## src/rtl/sp_pkg.sv

```systemverilog
package sp_pkg;
  typedef enum logic [2:0] {
    OP_NONE, OP_LOAD, OP_PUSH, OP_POP, OP_CALL, OP_RET, OP_BAD
  } sp_op_e;

  typedef enum logic [1:0] {
    TAG_NONE, TAG_POP, TAG_RHI, TAG_RLO
  } rd_tag_e;

  typedef enum logic [1:0] {
    ST_IDLE, ST_CALL2, ST_RET2
  } seq_st_e;
endpackage

```

## src/rtl/sp_cmd_arb.sv

```systemverilog
module sp_cmd_arb
  import sp_pkg::*;
(
  input  logic   push,
  input  logic   pop,
  input  logic   call,
  input  logic   ret,
  input  logic   load,
  input  logic   busy,
  output sp_op_e op
);
  logic [2:0] n_req;

  assign n_req = {2'b00, push} + {2'b00, pop} + {2'b00, call} + {2'b00, ret};

  // Pointer load wins outright; a pending second step blocks new requests.
  always_comb begin
    op = OP_NONE;
    if (load)             op = OP_LOAD;
    else if (busy)        op = OP_NONE;
    else if (n_req > 3'd1) op = OP_BAD;
    else if (push)        op = OP_PUSH;
    else if (pop)         op = OP_POP;
    else if (call)        op = OP_CALL;
    else if (ret)         op = OP_RET;
  end
endmodule

```

## src/rtl/sp_seq.sv

```systemverilog
module sp_seq
  import sp_pkg::*;
#(
  parameter int AW = 8,
  parameter int DW = 8,
  parameter logic [AW-1:0] RST_VAL = 8'h07
) (
  input  logic            clk,
  input  logic            rst,
  input  sp_op_e          op,
  input  logic [DW-1:0]   push_data,
  input  logic [AW-1:0]   load_val,
  input  logic [2*DW-1:0] ret_addr,
  output logic [AW-1:0]   sp,
  output logic [AW-1:0]   ram_addr,
  output logic            ram_we,
  output logic [DW-1:0]   ram_wdata,
  output logic            busy,
  output logic            err,
  output rd_tag_e         tag
);
  seq_st_e       st;
  logic [DW-1:0] hi_hold;
  logic [AW-1:0] sp_up, sp_dn;

  assign sp_up = sp + AW'(1);
  assign sp_dn = sp - AW'(1);
  assign busy  = (st != ST_IDLE);

  always_ff @(posedge clk) begin
    if (rst) begin
      sp        <= RST_VAL;
      st        <= ST_IDLE;
      hi_hold   <= '0;
      ram_addr  <= '0;
      ram_we    <= 1'b0;
      ram_wdata <= '0;
      err       <= 1'b0;
      tag       <= TAG_NONE;
    end else begin
      ram_we <= 1'b0;
      err    <= 1'b0;
      tag    <= TAG_NONE;
      unique case (op)
        OP_LOAD: begin
          sp <= load_val;
          st <= ST_IDLE;
        end
        OP_PUSH: begin
          sp        <= sp_up;
          ram_addr  <= sp_up;
          ram_we    <= 1'b1;
          ram_wdata <= push_data;
        end
        OP_POP: begin
          ram_addr <= sp;
          sp       <= sp_dn;
          tag      <= TAG_POP;
        end
        OP_CALL: begin
          sp        <= sp_up;
          ram_addr  <= sp_up;
          ram_we    <= 1'b1;
          ram_wdata <= ret_addr[DW-1:0];
          hi_hold   <= ret_addr[2*DW-1:DW];
          st        <= ST_CALL2;
        end
        OP_RET: begin
          ram_addr <= sp;
          sp       <= sp_dn;
          tag      <= TAG_RHI;
          st       <= ST_RET2;
        end
        OP_BAD: err <= 1'b1;
        default: begin
          if (st == ST_CALL2) begin
            sp        <= sp_up;
            ram_addr  <= sp_up;
            ram_we    <= 1'b1;
            ram_wdata <= hi_hold;
          end else if (st == ST_RET2) begin
            ram_addr <= sp;
            sp       <= sp_dn;
            tag      <= TAG_RLO;
          end
          st <= ST_IDLE;
        end
      endcase
    end
  end
endmodule

```

## src/rtl/sp_rd_pipe.sv

```systemverilog
module sp_rd_pipe
  import sp_pkg::*;
#(
  parameter int DW      = 8,
  parameter int RAM_LAT = 1
) (
  input  logic            clk,
  input  logic            rst,
  input  rd_tag_e         tag_in,
  input  logic [DW-1:0]   rdata,
  output logic [DW-1:0]   pop_data,
  output logic            pop_valid,
  output logic [2*DW-1:0] ret_pc,
  output logic            ret_valid
);
  rd_tag_e       tag_st [1:RAM_LAT];
  logic [DW-1:0] hi_q;
  rd_tag_e       cap;

  // Delay each read tag until its data arrives from the RAM.
  for (genvar k = 1; k <= RAM_LAT; k++) begin : g_stage
    always_ff @(posedge clk) begin
      if (rst)         tag_st[k] <= TAG_NONE;
      else if (k == 1) tag_st[k] <= tag_in;
      else             tag_st[k] <= tag_st[(k > 1) ? k-1 : 1];
    end
  end

  assign cap = tag_st[RAM_LAT];

  always_ff @(posedge clk) begin
    if (rst) begin
      pop_data  <= '0;
      pop_valid <= 1'b0;
      ret_pc    <= '0;
      ret_valid <= 1'b0;
      hi_q      <= '0;
    end else begin
      pop_valid <= (cap == TAG_POP);
      ret_valid <= (cap == TAG_RLO);
      if (cap == TAG_POP) pop_data <= rdata;
      if (cap == TAG_RHI) hi_q     <= rdata;
      if (cap == TAG_RLO) ret_pc   <= {hi_q, rdata};
    end
  end
endmodule

```

## src/rtl/stack_ptr_unit.sv

```systemverilog
module stack_ptr_unit
  import sp_pkg::*;
#(
  parameter int AW      = 8,
  parameter int DW      = 8,
  parameter int RAM_LAT = 1,
  parameter logic [AW-1:0] RST_VAL = 8'h07
) (
  input  logic            clk,
  input  logic            rst,
  input  logic            push_i,
  input  logic            pop_i,
  input  logic [DW-1:0]   push_data_i,
  input  logic            call_i,
  input  logic            ret_i,
  input  logic [2*DW-1:0] ret_addr_i,
  input  logic            sp_wr_i,
  input  logic [AW-1:0]   sp_wdata_i,
  input  logic [DW-1:0]   ram_rdata_i,
  output logic [AW-1:0]   ram_addr_o,
  output logic            ram_we_o,
  output logic [DW-1:0]   ram_wdata_o,
  output logic [DW-1:0]   pop_data_o,
  output logic            pop_valid_o,
  output logic [2*DW-1:0] ret_pc_o,
  output logic            ret_valid_o,
  output logic [AW-1:0]   sp_o,
  output logic            busy_o,
  output logic            err_o
);
  sp_op_e  op;
  rd_tag_e tag;

  sp_cmd_arb u_arb (
    .push(push_i), .pop(pop_i), .call(call_i), .ret(ret_i),
    .load(sp_wr_i), .busy(busy_o), .op(op)
  );

  sp_seq #(.AW(AW), .DW(DW), .RST_VAL(RST_VAL)) u_seq (
    .clk(clk), .rst(rst), .op(op), .push_data(push_data_i),
    .load_val(sp_wdata_i), .ret_addr(ret_addr_i), .sp(sp_o),
    .ram_addr(ram_addr_o), .ram_we(ram_we_o), .ram_wdata(ram_wdata_o),
    .busy(busy_o), .err(err_o), .tag(tag)
  );

  sp_rd_pipe #(.DW(DW), .RAM_LAT(RAM_LAT)) u_rd (
    .clk(clk), .rst(rst), .tag_in(tag), .rdata(ram_rdata_i),
    .pop_data(pop_data_o), .pop_valid(pop_valid_o),
    .ret_pc(ret_pc_o), .ret_valid(ret_valid_o)
  );
endmodule

```

## config.mk

```make
export PLATFORM = sky130hd
export DESIGN_NAME = stack_ptr_unit
export DESIGN_NICKNAME = d
export VERILOG_FILES = /design/src/rtl/sp_pkg.sv /design/src/rtl/sp_cmd_arb.sv /design/src/rtl/sp_seq.sv /design/src/rtl/sp_rd_pipe.sv /design/src/rtl/stack_ptr_unit.sv
export SDC_FILE = /design/constraint.sdc
export NUM_CORES = 1
export LEC_CHECK = 0
export ABC_AREA = 1
export BUFFER_PORTS_ARGS = -buffer_cell sky130_fd_sc_hd__buf_4
export CORE_AREA = 2 2 103 114
export CTS_CLUSTER_SIZE = 25
export DETAILED_ROUTE_END_ITERATION = 8
export DIE_AREA = 0 0 105 116
export HOLD_SLACK_MARGIN = 0.05
export PLACE_DENSITY = 0.53
export SYNTH_ARGS = -nofsm -noshare
export SYNTH_HDL_FRONTEND = slang
export SYNTH_SLANG_ARGS = --single-unit
```

## constraint.sdc

```tcl
create_clock -name clk -period 4.25 [get_ports clk]
set_input_delay 0.425 -clock clk [delete_from_list [all_inputs] [get_ports clk]]
set_output_delay 0.425 -clock clk [all_outputs]
set_load 0.01 [all_outputs]
```

==> results of run 1 <==
## registers in the layout, summed over array words and instances, names as in the netlist
| register | count |
|---|---|
| u_seq.tag | 2 |
| u_seq.sp | 8 |
| u_seq.hi_hold | 8 |
| u_rd.ret_pc | 16 |
| u_seq.ram_addr | 8 |
| u_seq.ram_we | 1 |
| u_rd.ret_valid | 1 |
| u_rd.pop_data | 8 |
| u_seq.st | 2 |
| u_seq.err | 1 |
| u_rd.pop_valid | 1 |
| u_seq.ram_wdata | 8 |
| u_rd.hi_q | 8 |
| u_rd.tag_st | 2 |
## layout by cell type (no fill, tap or decap)
cell type  Yosys  layout
inv_2          4       4
a21oi_1       13      13
clkinv_2       0       2
nor3_1         2       2
clkinv_1       2       2
nand2_2        5       5
ha_1          10      10
dfxtp_1       74      74
buf_4          2     100
xnor2_1        2       2
inv_1         41      41
xor2_1         7       7
a21oi_2        1       1
clkbuf_16      0       9
bufinv_16      0       1
o21ai_4        1       1
nand3_2        1       1
nor2_1       146     146
clkinv_4       0       2
inv_6          0       2
a22oi_1        1       1
nand2_4        5       5
nand2_1      148     148
nand4_1        4       4
nor2_4         2       2
o21ai_0       62      62
nor2_2         3       3
o21ai_1        2       2
nand3_1       26      26
## final timing paths
check / start / end / slack [ps]
max: push_i / u_seq.ram_wdata[4] / 1400
min: ram_rdata_i[4] / u_rd.pop_data[4] / 340
max reg2reg: u_seq.st[1] / u_seq.ram_wdata[4] / 1450
min reg2reg: u_seq.tag[0] / u_rd.tag_st[1][0] / 410
## Yosys cell counts
library cell / number / area [sq um]
nor3_1: 2 / 10.0
ha_1: 10 / 125
buf_2: 4 / 20.0
nand2_2: 5 / 31.3
xnor2_1: 2 / 17.5
inv_2: 4 / 15.0
o21ai_1: 2 / 10.0
nor2_4: 2 / 22.5
xor2_1: 7 / 61.3
nand3_1: 26 / 130
nor2_2: 3 / 18.8
nand4_1: 4 / 25.0
nand2_1: 148 / 556
clkbuf_1: 11 / 41.3
dfxtp_1: 74 / 1480
o21ai_0: 62 / 310
inv_1: 41 / 154
a22oi_1: 1 / 7.51
clkinv_1: 2 / 7.51
a21oi_1: 13 / 65.1
nand2_4: 5 / 56.3
o21ai_4: 1 / 16.3
nand3_2: 1 / 10.0
buf_6: 1 / 11.3
buf_4: 2 / 15.0
nor2_1: 146 / 548
a21oi_2: 1 / 8.76
## worst reg2reg max path: stages (launching register included)
cell and delay (ps):
dfxtp_1 330, inv_1 80, ha_1 560, clkinv_1 490, a21oi_1 720, inv_1 280
nor2_1 170, nor2_1 60
## cells by family after synthesis
family	synth area share [%]
flip-flops	39.2
AO/OA/AOI/OAI	11.1
buffers and inverters	6.99
XOR/XNOR	2.09
AND/OR/NAND/NOR	37.3
adder cells (fa/ha/maj)	3.31
## stage by stage
| step | cells | total power (W) | instance area, sq um | util, % |
|---|---|---|---|---|
| after floorplan | 580 | 0.00127 | 3770 | - |
| after global placement | 809 | 0.00149 | 4620 | 42.4 |
| after detailed placement | 809 | 0.00149 | 4620 | 42.4 |
| after CTS | 825 | 0.00226 | 4920 | 45.1 |
| after global routing | 825 | 0.00239 | 4920 | 45.1 |
| final | 825 | 0.00224 | 4920 | 45.1 |
## power by group through the flow
stage | Clock [W] | Sequential (W) | Combinational (W)
floorplan | 0 | 0.000842 | 0.000429
global placement | 0 | 0.000837 | 0.000649
detailed placement | 0 | 0.000838 | 0.000653
CTS | 0.000782 | 0.000823 | 0.000656
global route | 0.000811 | 0.000833 | 0.000748
finish | 0.000764 | 0.000823 | 0.000654
## metal layers
| layer | GRT usage (%) | vias up | wire length [um] |
|---|---|---|---|
| met5 | 0 | - | 0 |
| met3 | 2.81 | 4 | 563 |
| met1 | 23.2 | 1647 | 5090 |
| li1 | - | 1998 | - |
| met4 | 5.33 | 0 | 63 |
| met2 | 29.4 | 104 | 4680 |
## area by class of cell
type                       instances  area share (%)
multi-input combinational        441            41.2
sequential                        74            30.1
inverter                          47            3.58
clock buffer                       9            4.58
timing repair buffer             100            15.3
tap                              147            3.74
clock inverter                     7            1.53
==> metrics.cfg, run 1 <==
[clocking]
clk_latency_ps=330
clock_path_buffers=2
clkTransAtPathRegs_ps=60
cts.repair_timing.setup_buffer_count=0
cts-root-buf=clkbuf_16
postCtsResizedCells=0
h-tree-depth=3
cts_tree=built
cts-buffers-inserted=9
clock_sinks=74
cts_hold_repair.buffers=0

[timing]
finClkSkew_ps=7.11
slew_violations=0
rsz0062_at_grt=false
setup_viol=0
fin_ws_ps=1400
setup_tns_ps=0
whs_ps=342
fmax_ghz=0.351
hold_violations=0
fin_crit_ps=2850
tightest_slew_ps=1190
slew-limit-headroom_pct=20.5
post-route-period-util_pct=67.0

[detailed_routing]
drt_iter0_drc=177
drc=0
wl_mm=10.4
avgRoutedWirePerCell_um=12.6
via_per_inst=4.55
drtPass1Iterations=5
ant_nets=0
num_vias=3753

[place]
io_buffer_count=99
routabilityCongestion=0.884
post-place-ws_ps=1040
hpwl_mm=7.78

[power]
power_switching_share_pct=34.1
power_leakage_nw=2.42
cellPowerDensity_nw_per_um2=455
seq_power_share_pct=36.7
pwr-share-comb_pct=29.2
peakVddDrop_mv=0.240
p_switching_w=0.000764
intPower_w=0.00148
clkPwrFrac_pct=34.1

[floorplanning]
num_rows=40
chipHeight_um=116
core-area_sq_um=10900
pin_count=100
start_util_pct=34.6
dieArea_sq_um=12200
die_w_um=105

[critical_path]
critPathKind=in -> reg
cp_slowest_stage_delay_ps=640
crit_buf_inv=4
crit_slowest_cell=a21oi_1
r2r_cells=7
arrival_ps=3060
crit_chain=buf_4 > inv_1 > ha_1 > ha_1 > nand2_1 > nand3_1 > nand2_4 > inv_2 > nand2_1 > nand2_1 > nand2_2 > a21oi_1 > inv_1 > nor2_1 > nor2_1
cp.depth=15
startpoint_type=input pin
cp_max_fo=15
critical_path.top_delay_family=simple AND/OR/NAND/NOR gates
crit_top_cell=nand2_1
cp.required_ps=4470
endpoint_kind=flop

[final_layout]
diodes=0
synthToLayoutAreaGrowth_pct=30.4
seq_area_sq_um=1480
drive_gt1_share_pct=20.4
finish.net_count=730
fillers=1183
multiInputGateArea_sq_um=2030

[yosys]
yosys_warnings=0
yosys_register_bits=74
yosysSeqAreaShare_pct=39.2
syn_avg_cell_area_sq_um=6.51
synth_nets=637
syn_inst=580
synth.distinct_cells=27
syn_area_sq_um=3770

[grt]
grt_max_degree=51
groute.usage.overall_pct=17.5
grt_pass1_vias=3578
antenna_found_initial=0
grt_overflow=0
grt_pass1_wl_mm=17.4

[hold_path]
whs_path_depth=3
hold_path_class=in -> reg

[run]
cap_violations=0

[run_status]
status=finished, final reports clean

Note: power is estimated with default switching activity, not from simulation.
==> inputs of run 2 (changes only) <==
==> constraint.sdc (replaced) <==
create_clock -name clk -period 2.8 [get_ports clk]
set_input_delay 0.28 -clock clk [delete_from_list [all_inputs] [get_ports clk]]
set_output_delay 0.28 -clock clk [all_outputs]
set_load 0.01 [all_outputs]
==> run 2 against run 1 <==
Compared with the run above: sequential share of layout area decreased by 0.18 points; setup slack got worse by 910 ps; non-clock buffer count increased by 3; cell count increased by 0.36%; worst hold slack got worse by 150 ps; wire length decreased by 1.9%; total power increased by 52%; register-to-register slack got worse by 910 ps; design area increased by 0.61%; utilization increased by 0.28 points; combinational power increased by 53%; critical path type unchanged.
==> metrics.cfg, run 2 (synthesis gave the netlist of run 1 again) <==
[place]
io_buffer_count=99
routabilityCongestion=0.872
hpwl_mm=7.63
post-place-ws_ps=169
dpl.cell_count=812

[timing]
finClkSkew_ps=4.67
slew-limit-headroom_pct=63.9
slew_violations=0
tightest_slew_ps=537
fin_crit_ps=2300
rsz0062_at_grt=false
whs_ps=196
fmax_ghz=0.434
fin_ws_ps=496
setup_viol=0
setup_tns_ps=0
post-route-period-util_pct=82.3
hold_violations=0

[power]
power_leakage_nw=2.44
cellPowerDensity_nw_per_um2=687
peakVddDrop_mv=0.375
total_power_w=0.00340

[clocking]
postCtsResizedCells=0
h-tree-depth=3
clock_sinks=74
cts-buffers-inserted=9
clock_path_buffers=2
cts_tree=built
clkTransAtPathRegs_ps=60
cts_hold_repair.buffers=0
clk_latency_ps=330
cts.repair_timing.setup_buffer_count=0
cts-root-buf=clkbuf_16

[detailed_routing]
wl_mm=10.2
num_vias=3744
drt_iter0_drc=190
via_per_inst=4.52
avgRoutedWirePerCell_um=12.3
ant_nets=0
drc=0
drtPass1Iterations=4

[run]
cap_violations=0

[final_layout]
synthToLayoutAreaGrowth_pct=31.2
final_cell_mix=nand2_1 (148), nor2_1 (146), buf_4 (102), dfxtp_1 (74), o21ai_0 (62)
drive_gt1_share_pct=20.6
multiInputGateArea_sq_um=2030
diodes=0
layout.cells.most_common=nand2_1
final_cells=828
fillers=1165
top_register=u_rd.ret_pc
seq_area_sq_um=1480
finish.net_count=733
largest_register_ffs=16

[critical_path]
critical_path.top_delay_family=simple AND/OR/NAND/NOR gates
cp_slowest_stage_delay_ps=360
cp_max_fo=12
startpoint_type=input pin
cp.required_ps=3010
critPathKind=in -> reg
crit_slowest_cell=nand2_1
arrival_ps=2520
crit_buf_inv=4
crit_top_cell=nand2_1
crit_chain=buf_4 > inv_1 > ha_1 > ha_1 > nand2_1 > nand3_1 > nand2_4 > inv_2 > nand2_1 > nand2_1 > nand2_2 > nand4_1 > nand2_1 > inv_1 > nand2_1 > nand3_1
endpoint_kind=flop

[floorplanning]
core-area_sq_um=10900
pin_count=100
die_w_um=105
num_rows=40
chipHeight_um=116
start_util_pct=34.6
dieArea_sq_um=12200

[run_status]
status=finished, final reports clean

[hold_path]
hold_path_class=in -> reg

[grt]
grt_pass1_vias=3483
groute.usage.overall_pct=17.2
antenna_found_initial=0
grt_pass1_wl_mm=16.9
grt_overflow=0
grt_max_degree=47

[run 2: cell types whose count changed in the layout (fill, tap and decap cells not counted)]
cell and change:
clkbuf_1 +1, inv_6 -1, buf_12 +1, buf_4 +2
[run 2: worst min-delay path: stages]
cell and delay [ps]:
buf_4 70, o21ai_0 70, nor2_1 80
[run 2: final timing paths]
kind                                     start           endpoint  slack, ps  depth (start not counted)
worst min register to register    u_seq.tag[1]  u_rd.tag_st[1][1]        400                          2
worst max register to register     u_seq.st[0]        u_seq.sp[1]        540                         14
worst max-delay path                    push_i        u_seq.sp[1]        500                         16
worst min-delay path            ret_addr_i[10]   u_seq.hi_hold[2]        200                          3
[run 2: cell type report]
cell class / count / share of cell area (%)
clock inverters: 6 / 1.34
well taps: 147 / 3.71
repair buffers: 103 / 15.9
multi-input cells: 441 / 41.0
inverters: 47 / 3.56
clock buffers: 10 / 4.62
flip-flops and latches: 74 / 29.9
[run 2: metrics by stage]
stage / area [sq um] / utilization, %
final: 4950 / 45.4
after global routing: 4950 / 45.4
after CTS: 4950 / 45.4
after detailed placement: 4660 / 42.7
after global placement: 4660 / 42.7
after floorplan: 3770 / -
[run 2: routing by layer]
metal / vias to the layer above / global-route usage (%) / wire length [um] / share of wire (%)
met5: - / 0 / 0 / 0
met1: 1634 / 22.9 / 4930 / 48
met4: 0 / 7.82 / 163 / 1.6
met2: 92 / 27.1 / 4620 / 45
li1: 2008 / - / - / -
met3: 10 / 3.37 / 488 / 4.8
[run 2: power by group]
part           internal (W)  switching, W  total, W
logic              0.000403      0.000600   0.00100
clock network      0.000693      0.000455   0.00115
registers           0.00115      0.000100   0.00125
==> inputs of run 3 (changes only) <==
--- a/config.mk
+++ b/config.mk
@@ -12,7 +12,7 @@
 export DETAILED_ROUTE_END_ITERATION = 8
 export DIE_AREA = 0 0 105 116
 export HOLD_SLACK_MARGIN = 0.05
-export PLACE_DENSITY = 0.53
+export PLACE_DENSITY = 0.55
 export SYNTH_ARGS = -nofsm -noshare
 export SYNTH_HDL_FRONTEND = slang
 export SYNTH_SLANG_ARGS = --single-unit
==> constraint.sdc (replaced) <==
create_clock -name clk -period 2.07 [get_ports clk]
set_input_delay 0.207 -clock clk [delete_from_list [all_inputs] [get_ports clk]]
set_output_delay 0.207 -clock clk [all_outputs]
set_load 0.01 [all_outputs]
==> run 3 against run 2 <==
Compared with the run above: die area stayed put; clock-buffer cell count stayed put; global-route usage is 0.28 points higher; setup slack worse by 350 ps.
==> metrics.cfg, run 3 (synthesis gave the netlist of run 1 again) <==
[critical_path]
crit_buf_inv=2
cp_max_fo=7
crit_top_cell=nand2_2
endpoint_kind=flop
crit_slowest_cell=dfxtp_2
critical_path.top_delay_family=simple AND/OR/NAND/NOR gates
cp_slowest_stage_delay_ps=330
arrival_ps=2150
critPathKind=reg -> reg
cp.required_ps=2290
crit_chain=inv_2 > ha_4 > nand2_1 > nor2_2 > nand2_2 > nand2_4 > nand2_2 > nand2_2 > nand2_4 > nand2_8 > clkinvlp_4 > nand2_2 > nand3_2 > nor2_2 > nor2_1
startpoint_type=flop

[detailed_routing]
avgRoutedWirePerCell_um=12.2
via_per_inst=4.60
drt_iter0_drc=170
ant_nets=0
drc=0
drtPass1Iterations=4
wl_mm=10.6
num_vias=3988

[timing]
whs_ps=127
post-route-period-util_pct=93.1
fmax_ghz=0.519
hold_violations=0
fin_crit_ps=1930
slew-limit-headroom_pct=65.1
slew_violations=0
finClkSkew_ps=8.27
setup_viol=0
tightest_slew_ps=523

[floorplanning]
num_rows=40
core-area_sq_um=10900
die_w_um=105
dieArea_sq_um=12200
start_util_pct=34.6
chipHeight_um=116
pin_count=100

[clocking]
h-tree-depth=3
clock_path_buffers=2
clk_latency_ps=330
cts_hold_repair.buffers=0
cts_tree=built
cts-buffers-inserted=9
clock_sinks=74
cts-root-buf=clkbuf_16
clkTransAtPathRegs_ps=60

[grt]
met2_usage_pct=29.6
busiest_layer=met2
grt_max_degree=59
groute.usage.overall_pct=17.5
use_met3_pct=3.21
antenna_found_initial=0
grt_pass1_wl_mm=17.4
use_met1_pct=22.5
grt_pass1_vias=3705
grt_overflow=0

[hold_path]
hold_path_class=in -> reg

[final_layout]
fillers=1183
fin_util_pct=49.6
drive_gt1_share_pct=29.4
synthToLayoutAreaGrowth_pct=43.5
final_cell_mix=nor2_1 (145), buf_4 (137), nand2_1 (136), dfxtp_1 (72), o21ai_0 (61)
layout.cells.most_common=nor2_1
largest_register_ffs=16
seq_area_sq_um=1480
final_cells=867
diodes=0
top_register=u_rd.ret_pc
finish.net_count=772
multiInputGateArea_sq_um=2150

[run_status]
status=finished, final reports clean

[power]
total_power_w=0.00482
cellPowerDensity_nw_per_um2=891
power_leakage_nw=2.63
peakVddDrop_mv=0.406

[place]
routabilityCongestion=0.903
io_buffer_count=99
dpl.cell_count=850
hpwl_mm=7.87

[run]
cap_violations=0

==> run 3: cell count changes in the layout (fill, tap and decap cells not counted), moves of 4 or more <==
cell / before / now
nand2_2: 5 / 16
inv_1: 41 / 32
clkinvlp_4: 0 / 5
nand2_1: 148 / 136
inv_4: 0 / 4
buf_4: 102 / 137
inv_2: 4 / 8
==> run 3: per-layer routing <==
metal  up-vias  share of wire, %  wire length (um)
met5         -                 0                 0
met4         0               1.3               141
met3        13               5.1               538
met2       114                48              5020
met1      1771                46              4870
li1       2090                 -                 -
==> run 3: final cells by class <==
class / count / area share, %
clock buffers: 10 / 4.23
well taps: 147 / 3.40
flip-flops and latches: 74 / 27.4
inverters: 47 / 3.58
repair buffers: 142 / 20.5
clock inverters: 6 / 1.22
multi-input cells: 441 / 39.7
==> run 3: through the flow <==
step,setup WS [ps],setup TNS [ps],area (sq um)
3_3_place_gp,-210,-4180,4970
2_1_floorplan,17.0,0,3770
3_5_place_dp,-249,-5710,4970
6_report,143,0,5420
5_1_grt,-2.43,-2.43,5420
4_1_cts,13.4,0,5260
==> run 3: tightest hold or removal path: stages <==
cell	delay [ps]
buf_4	80
o21ai_0	70
nor2_1	70
==> run 3: where the power goes <==
part | switching (W) | internal, W
registers | 0.000111 | 0.00156
clock network | 0.000617 | 0.000936
logic | 0.000903 | 0.000700
total | 0.00163 | 0.00319
==> run 3: what timing repair did <==
action                     4_1_cts  5_1_grt
setup endpoints to repair        0       26
resized for setup                0       45
setup buffers                    0        1
==> run 3: worst paths after layout <==
check / from / end / slack (ps) / depth (start not counted)
min reg2reg: u_seq.tag[0] / u_rd.tag_st[1][0] / 400 / 2
min: ret_addr_i[11] / u_seq.hi_hold[3] / 130 / 3
max: u_seq.st[1] / u_seq.ram_addr[7] / 140 / 15
max reg2reg: u_seq.st[1] / u_seq.ram_addr[7] / 140 / 15
